## src/rtl/bru_pkg.sv

```systemverilog
package bru_pkg;

  // Class of control transfer decoded from the opcode
  typedef enum logic [1:0] {
    CK_NONE   = 2'd0,
    CK_COND   = 2'd1,
    CK_UNCOND = 2'd2,
    CK_JUMP   = 2'd3
  } ctl_kind_e;

  // Condition codes equal the low three opcode bits of the conditional group.
  // Bit 2 inverts the base test named by bits 1:0.
  typedef enum logic [2:0] {
    CC_LBC = 3'd0,
    CC_EQ  = 3'd1,
    CC_LT  = 3'd2,
    CC_LE  = 3'd3,
    CC_LBS = 3'd4,
    CC_NE  = 3'd5,
    CC_GE  = 3'd6,
    CC_GT  = 3'd7
  } cond_e;

  localparam logic [5:0] OP_UNCOND   = 6'h30;
  localparam logic [5:0] OP_JUMP     = 6'h1A;
  localparam logic [2:0] OP_COND_HI  = 3'b111;

endpackage

```

## src/rtl/bru_decode.sv

```systemverilog
module bru_decode
  import bru_pkg::*;
#(
  parameter int IW     = 32,
  parameter int OP_W   = 6,
  parameter int REG_W  = 5,
  parameter int DISP_W = 21,
  parameter int HINT_W = 14,
  parameter int VAR_W  = 2
) (
  input  logic [IW-1:0]     instr,
  output ctl_kind_e         kind,
  output cond_e             cond,
  output logic [REG_W-1:0]  ra_idx,
  output logic [DISP_W-1:0] disp,
  output logic [VAR_W-1:0]  var_sel,
  output logic [HINT_W-1:0] hint_val
);

  localparam int OP_LSB = IW - OP_W;
  localparam int RA_LSB = OP_LSB - REG_W;

  logic [OP_W-1:0] opcode;

  assign opcode   = instr[IW-1:OP_LSB];
  assign ra_idx   = instr[RA_LSB +: REG_W];
  assign disp     = instr[DISP_W-1:0];
  assign var_sel  = instr[HINT_W +: VAR_W];
  assign hint_val = instr[HINT_W-1:0];

  always_comb begin
    kind = CK_NONE;
    cond = cond_e'(opcode[2:0]);
    if (opcode == OP_JUMP)                     kind = CK_JUMP;
    else if (opcode == OP_UNCOND)              kind = CK_UNCOND;
    else if (opcode[OP_W-1:OP_W-3] == OP_COND_HI) kind = CK_COND;
  end

endmodule

```

## src/rtl/bru_cond.sv

```systemverilog
module bru_cond
  import bru_pkg::*;
#(
  parameter int XLEN = 64
) (
  input  logic [XLEN-1:0] val,
  input  cond_e           cond,
  output logic            pass
);

  // Base test chosen by the low two bits; the high bit inverts it.
  function automatic logic base_test(input logic [XLEN-1:0] v, input logic [1:0] sel);
    logic zero;
    logic neg;
    zero = (v == '0);
    neg  = v[XLEN-1];
    case (sel)
      2'd0:    base_test = ~v[0];        // low bit clear
      2'd1:    base_test = zero;         // equal to zero
      2'd2:    base_test = neg;          // less than zero
      default: base_test = neg | zero;   // less or equal to zero
    endcase
  endfunction

  logic base;

  assign base = base_test(val, cond[1:0]);
  assign pass = base ^ cond[2];

endmodule

```

## src/rtl/bru_target.sv

```systemverilog
module bru_target #(
  parameter int XLEN   = 64,
  parameter int DISP_W = 21,
  parameter int INSN_B = 4
) (
  input  logic [XLEN-1:0]   pc,
  input  logic [DISP_W-1:0] disp,
  input  logic [XLEN-1:0]   rb_val,
  output logic [XLEN-1:0]   seq_pc,
  output logic [XLEN-1:0]   rel_target,
  output logic [XLEN-1:0]   ind_target
);

  localparam int SH    = $clog2(INSN_B);
  localparam int EXT_W = XLEN - DISP_W - SH;

  function automatic logic [XLEN-1:0] byte_offset(input logic [DISP_W-1:0] d);
    byte_offset = {{EXT_W{d[DISP_W-1]}}, d, {SH{1'b0}}};
  endfunction

  function automatic logic [XLEN-1:0] align_down(input logic [XLEN-1:0] v);
    align_down = v & ~XLEN'(INSN_B - 1);
  endfunction

  assign seq_pc     = pc + XLEN'(INSN_B);
  assign rel_target = seq_pc + byte_offset(disp);
  assign ind_target = align_down(rb_val);

endmodule

```

## src/rtl/bru_target_unit.sv

```systemverilog
module bru_target_unit
  import bru_pkg::*;
#(
  parameter int XLEN   = 64,
  parameter int IW     = 32,
  parameter int REG_W  = 5,
  parameter int DISP_W = 21,
  parameter int HINT_W = 14,
  parameter int VAR_W  = 2
) (
  input  logic              clk,
  input  logic              rst_n,
  input  logic              in_valid,
  input  logic [IW-1:0]     instr,
  input  logic [XLEN-1:0]   cur_pc,
  input  logic [XLEN-1:0]   ra_val,
  input  logic [XLEN-1:0]   rb_val,
  output logic              out_valid,
  output logic              taken,
  output logic [XLEN-1:0]   next_pc,
  output logic              link_we,
  output logic [REG_W-1:0]  link_idx,
  output logic [XLEN-1:0]   link_val,
  output logic [VAR_W-1:0]  hint_kind,
  output logic [HINT_W-1:0] hint_op
);

  ctl_kind_e         dec_kind;
  cond_e             dec_cond;
  logic [REG_W-1:0]  dec_ra;
  logic [DISP_W-1:0] dec_disp;
  logic [VAR_W-1:0]  dec_var;
  logic [HINT_W-1:0] dec_hint;
  logic              cond_pass;
  logic [XLEN-1:0]   seq_pc, rel_target, ind_target;

  bru_decode #(
    .IW(IW), .OP_W(6), .REG_W(REG_W), .DISP_W(DISP_W),
    .HINT_W(HINT_W), .VAR_W(VAR_W)
  ) u_dec (
    .instr(instr), .kind(dec_kind), .cond(dec_cond), .ra_idx(dec_ra),
    .disp(dec_disp), .var_sel(dec_var), .hint_val(dec_hint)
  );

  bru_cond #(.XLEN(XLEN)) u_cond (
    .val(ra_val), .cond(dec_cond), .pass(cond_pass)
  );

  bru_target #(.XLEN(XLEN), .DISP_W(DISP_W), .INSN_B(4)) u_tgt (
    .pc(cur_pc), .disp(dec_disp), .rb_val(rb_val),
    .seq_pc(seq_pc), .rel_target(rel_target), .ind_target(ind_target)
  );

  // Combinational resolution
  logic              res_taken;
  logic              res_link;
  logic [XLEN-1:0]   res_next;
  logic [VAR_W-1:0]  res_var;
  logic [HINT_W-1:0] res_hint;

  always_comb begin
    res_taken = 1'b0;
    res_link  = 1'b0;
    res_next  = seq_pc;
    res_var   = '0;
    res_hint  = '0;
    unique case (dec_kind)
      CK_COND: begin
        res_taken = cond_pass;
        if (cond_pass) res_next = rel_target;
      end
      CK_UNCOND: begin
        res_taken = 1'b1;
        res_link  = 1'b1;
        res_next  = rel_target;
      end
      CK_JUMP: begin
        res_taken = 1'b1;
        res_link  = 1'b1;
        res_next  = ind_target;   // taken from the presented Rb value
        res_var   = dec_var;
        res_hint  = dec_hint;
      end
      default: ;
    endcase
  end

  // Output register stage
  always_ff @(posedge clk or negedge rst_n) begin
    if (!rst_n) begin
      out_valid <= 1'b0;
      taken     <= 1'b0;
      next_pc   <= '0;
      link_we   <= 1'b0;
      link_idx  <= '0;
      link_val  <= '0;
      hint_kind <= '0;
      hint_op   <= '0;
    end else begin
      out_valid <= in_valid;
      if (in_valid) begin
        taken     <= res_taken;
        next_pc   <= res_next;
        link_we   <= res_link;
        link_idx  <= dec_ra;
        link_val  <= seq_pc;
        hint_kind <= res_var;
        hint_op   <= res_hint;
      end
    end
  end

  // Assertions
  p_valid_r2: assert property (@(posedge clk) disable iff (!rst_n)
    in_valid |=> out_valid);

  p_hold_r2: assert property (@(posedge clk) disable iff (!rst_n)
    !in_valid |=> ($stable(next_pc) && $stable(taken) && $stable(link_we)));

  p_nolink_r5: assert property (@(posedge clk) disable iff (!rst_n)
    (in_valid && dec_kind == CK_COND) |=> !link_we);

  p_fallthru_r5: assert property (@(posedge clk) disable iff (!rst_n)
    (out_valid && !taken) |-> (next_pc == link_val));

  p_uncond_r6: assert property (@(posedge clk) disable iff (!rst_n)
    (in_valid && dec_kind == CK_UNCOND) |=> (taken && link_we));

  p_jalign_r7: assert property (@(posedge clk) disable iff (!rst_n)
    (in_valid && dec_kind == CK_JUMP) |=> (taken && link_we && next_pc[1:0] == 2'b00));

  p_hint_r9: assert property (@(posedge clk) disable iff (!rst_n)
    (in_valid && dec_kind != CK_JUMP) |=> (hint_kind == '0 && hint_op == '0));

  p_other_r10: assert property (@(posedge clk) disable iff (!rst_n)
    (in_valid && dec_kind == CK_NONE) |=> (!taken && !link_we));

endmodule

```

## config.mk

```make
export PLATFORM = sky130hd
export DESIGN_NAME = bru_target_unit
export DESIGN_NICKNAME = d
export VERILOG_FILES = /design/src/rtl/bru_pkg.sv /design/src/rtl/bru_decode.sv /design/src/rtl/bru_cond.sv /design/src/rtl/bru_target.sv /design/src/rtl/bru_target_unit.sv
export SDC_FILE = /design/constraint.sdc
export NUM_CORES = 1
export LEC_CHECK = 0
export BUFFER_PORTS_ARGS = -buffer_cell sky130_fd_sc_hd__buf_4
export CAP_MARGIN = 10
export CORE_UTILIZATION = 30
export DETAILED_ROUTE_END_ITERATION = 6
export HOLD_SLACK_MARGIN = 0.05
export PLACE_DENSITY = 0.55
export SETUP_SLACK_MARGIN = 0.2
export SLEW_MARGIN = 10
export SYNTH_ARGS = -nofsm -noshare
export SYNTH_HDL_FRONTEND = slang
export SYNTH_SLANG_ARGS = --single-unit
```

## constraint.sdc

```tcl
create_clock -name clk -period 1 [get_ports clk]
set_input_delay 0.15 -clock clk [delete_from_list [all_inputs] [get_ports clk]]
set_output_delay 0.15 -clock clk [all_outputs]
set_load 0.1 [all_outputs]
```

==> metrics.md <==
| Metric | Value |
|---|---|
| Status | finished, violations left |
| Failing checks | negative hold slack, negative setup slack |
| Final WS setup | -2.752 ns |
| Clock group share of total power | 22.2% |
| Switching share of power | 41.81% |
| Initial Utilization | 30.55% |
| I/O pins | 379 |
| Detailed Place HPWL | 41730 µm |
| P&R area growth vs syn | 124.1% |
| Post-route insts no fill | 2823 |
| Hold Buf Count CTS | 20 |
| DR vias/cell | 5.160 |
| Worst-path clk slew | 0.08 ns |
| Synth async-reset ratio | 100.0% |
| Worst VDD drop | 1.289 mV |
| Residual DRC count | 0 |
| Worst hold path type | in2reg |
| Routability cong. | 0.8876 |
| Total power | 31.40 mW |
| Sequential share of power | 25.0% |
| Seq/Total Area, Yosys | 33.05% |
| Worst setup path category | in2reg |
| Setup_tns | -232.55 ns |
| # placed instances | 2644 |
| Grt ovf | 0 |
| Syn Inst Count | 1369 |
| PD cells | 1218 nW/µm² |
| 1st-iter DRT viols | 961 |
| Distinct cell type count after synthesis | 73 |
| Net switching power | 13.13 mW |
| Relative slew margins | 65.92% |
| Tightest Pin Transition | 0.5093 ns |
| Chip width | 197.9 µm |
| Die Footprint | 39150 µm² |
| Setup repair after global routing missed its margin | true |
| Post-synthesis register bit count | 152 |
| Worst setup SP type | input port |
| CTS tree | yes |
| Worst Skew | 0 ns |
| Synth top area cells | dfrtp_1 (33%), ha_1 (8.2%), nor2_1 (6.6%) |
| Die Y | 197.9 µm |
| Wire length per cell | 20.16 µm |
| Post-Route WL | 56920 µm |
| Fin util | 68.47% |
| Wire length on met1 | 23680 µm |
| Final setup viols | 288 |
| P_leak | 11.39 nW |
| DR vias | 14.57k |
| Drt pass-1 iters | 6 |
| WL met3 | 3014 µm |
| Pint | 18.27 mW |
| CTS Sinks | 152 |
| Max layer used | met4 |
| Initial antenna violation count | 4 |
| Max H-tree Level | 4 |
| Upper clock frequency limit | 266.6 MHz |
| Layout cells sized above 1 | 66.09% |
| Combinational share of power | 52.9% |
| Worst-Skew Late Latency | 0.46 ns |
| Total GRT Usage | 28.21% |
| Number of buffers created by CTS | 17 |
| Synth warnings | 0 |
| Dpl ws | -3.420 ns |
| First-pass GRT wire length | 84190 µm |
| Top-area cell type share of the netlist area | 33.05% |
| Mapped Area | 11510 µm² |
| Critical path data arrival time | 4.09 ns |
| Crit end category | flop |
| CP max FO | 4 |
| EDFF count, synth | 0 |
| Count of final hold-check violations | 27 |
| Post-synth top flop | dfrtp_1 |
| Number of global-route vias before repair | 15.04k |
| CTS root buf | clkbuf_16 |
| Crit path time final | 3.752 ns |
| Detail Route Antenna Nets | 0 |
| Final hold slack | -0.03973 ns |
| Core area | 37670 µm² |
| Max-cap violation count | 0 |
| Period utilization | 375.2% |
| Post-synth net total | 1672 |
| Clock tree buffer depth | 2 |
| Largest net degree at the start of global routing | 51 |
| Met2 WL | 28760 µm |
| Row Count | 71 |
| Post-synth top area cell | dfrtp_1 |
| Final Max Tran Viols | 0 |
| Post-layout net count | 2599 |
| Port bufs | 376 |
| Synth Area per Inst | 8.407 µm² |
| Crit path required time | 1.34 ns |
cells in the mapped netlist, types with 24 or more instances:
cell type  number
and3_1         24
dfrtp_1       152
xnor2_1        69
nand4_1        33
or2_2          39
clkbuf_1       47
o21ai_0        54
inv_1          58
xor2_1         48
ha_1           75
a21oi_1        93
nand3_1        44
o21a_1         49
a222oi_1       51
nor2_1        203
nand2_1        94
worst max-delay path: stages:
cell	delay, ns
buf_6	0.08
nand4_1	0.18
buf_6	0.19
nor2_4	0.19
buf_6	0.14
nand4_4	0.10
or2_4	0.29
buf_4	0.14
buf_6	0.12
xnor2_4	0.12
buf_6	0.12
ha_2	0.36
nand4_1	0.15
buf_4	0.18
a2111oi_4	0.28
buf_4	0.21
o22ai_4	0.08
o21a_1	0.21
buf_4	0.13
buf_4	0.13
xnor2_2	0.14
a222oi_1	0.29
nor2_1	0.09
cell families (layout without fill, tap and decap cells):
family | count (synthesis) | in the layout | share of synthesized area [%]
AO/OA/AOI/OAI | 370 | 370 | 22.56
XOR/XNOR | 117 | 117 | 8.904
adder cells (fa/ha/maj) | 76 | 76 | 8.328
buffers and inverters | 123 | 1063 | 4.175
flip-flops | 152 | 152 | 33.05
multiplexers | 9 | 9 | 0.8589
other | 0 | 3 | 0
AND/OR/NAND/NOR | 522 | 522 | 22.12
sequential cells by signal, summed over array words and instances, names as in the netlist:
name / count
hint_kind: 2
link_we: 1
out_valid: 1
next_pc: 64
link_val: 64
link_idx: 5
taken: 1
hint_op: 14
cells in the final DEF, fill, tap and decap left out, types with 12 or more instances in the layout:
| cell type | instances |
|---|---|
| nor2_1 | 184 |
| o21ai_2 | 16 |
| o211ai_1 | 13 |
| xnor2_4 | 14 |
| dlygate4sd3_1 | 20 |
| nand2_4 | 12 |
| o21ai_1 | 24 |
| dfrtp_4 | 151 |
| o21ai_0 | 14 |
| and3_1 | 17 |
| nand4_1 | 33 |
| nand3_1 | 13 |
| buf_12 | 179 |
| xnor2_1 | 26 |
| or2_4 | 32 |
| buf_6 | 95 |
| ha_1 | 49 |
| xnor2_2 | 29 |
| xor2_1 | 23 |
| xor2_2 | 19 |
| ha_4 | 23 |
| nand3_2 | 22 |
| a21o_1 | 21 |
| buf_4 | 667 |
| a21oi_1 | 52 |
| a222oi_1 | 51 |
| inv_1 | 48 |
| nand2_1 | 68 |
| nand2_2 | 16 |
| clkbuf_16 | 19 |
| a21oi_2 | 37 |
| o21a_1 | 48 |
power by group through the flow:
stage	logic, mW	clock network [mW]	registers, mW
5_1_grt	17.3	7.26	7.90
6_report	16.6	6.97	7.84
4_1_cts	15.6	7.09	7.83
2_1_floorplan	3.51	0	12.0
3_3_place_gp	12.9	0	7.61
3_5_place_dp	12.9	0	7.62
metrics by stage:
| stage | hold slack (ns) | cell area, µm² |
|---|---|---|
| floorplan | -0.1456 | 12930 |
| global placement | -0.005432 | 19620 |
| detailed placement | -0.006006 | 19620 |
| CTS | -0.06369 | 24330 |
| global route | -0.04875 | 25790 |
| finish | -0.03973 | 25790 |
per-layer routing:
| metal | up-vias | track usage, % |
|---|---|---|
| met5 | - | 0 |
| met4 | 0 | 8.297 |
| met3 | 81 | 4.292 |
| met2 | 538 | 50.01 |
| met1 | 7129 | 35.11 |
| li1 | 6819 | - |
final cells by class:
type                    instances  area, µm²
fillers                      2827      11880
repair buffers                973      10130
multi-input cells            1094       9814
flip-flops and latches        152       4372
well taps                     511      639.4
clock buffers                  18      439.2
inverters                      58      225.2
clock inverters                14      162.7
diodes                          3      7.507
what timing repair did:
item | in CTS | in global routing
setup endpoints to repair | 297 | 300
gates resized for setup | 720 | 187
pin swaps | 127 | 160
setup buffers | 71 | 46
cloned | 5 | 2
endpoints found under the hold margin | 226 | 42
worst paths after layout:
path | startpoint | to | slack (ns) | cells after the start
min reg2reg | link_val[57]$_DFFE_PN0P_ | link_val[57]$_DFFE_PN0P_ | 0.56 | 1
max in group asynchronous | rst_n | link_val[60]$_DFFE_PN0P_ | 0.36 | 3
min | rb_val[35] | next_pc[35]$_DFFE_PN0P_ | -0.04 | 3
max reg2reg | next_pc[63]$_DFFE_PN0P_ | next_pc[63]$_DFFE_PN0P_ | -0.26 | 6
max | cur_pc[5] | next_pc[41]$_DFFE_PN0P_ | -2.75 | 23
min in group asynchronous | rst_n | next_pc[18]$_DFFE_PN0P_ | 0.07 | 2
(Power assumes the default switching activity.)
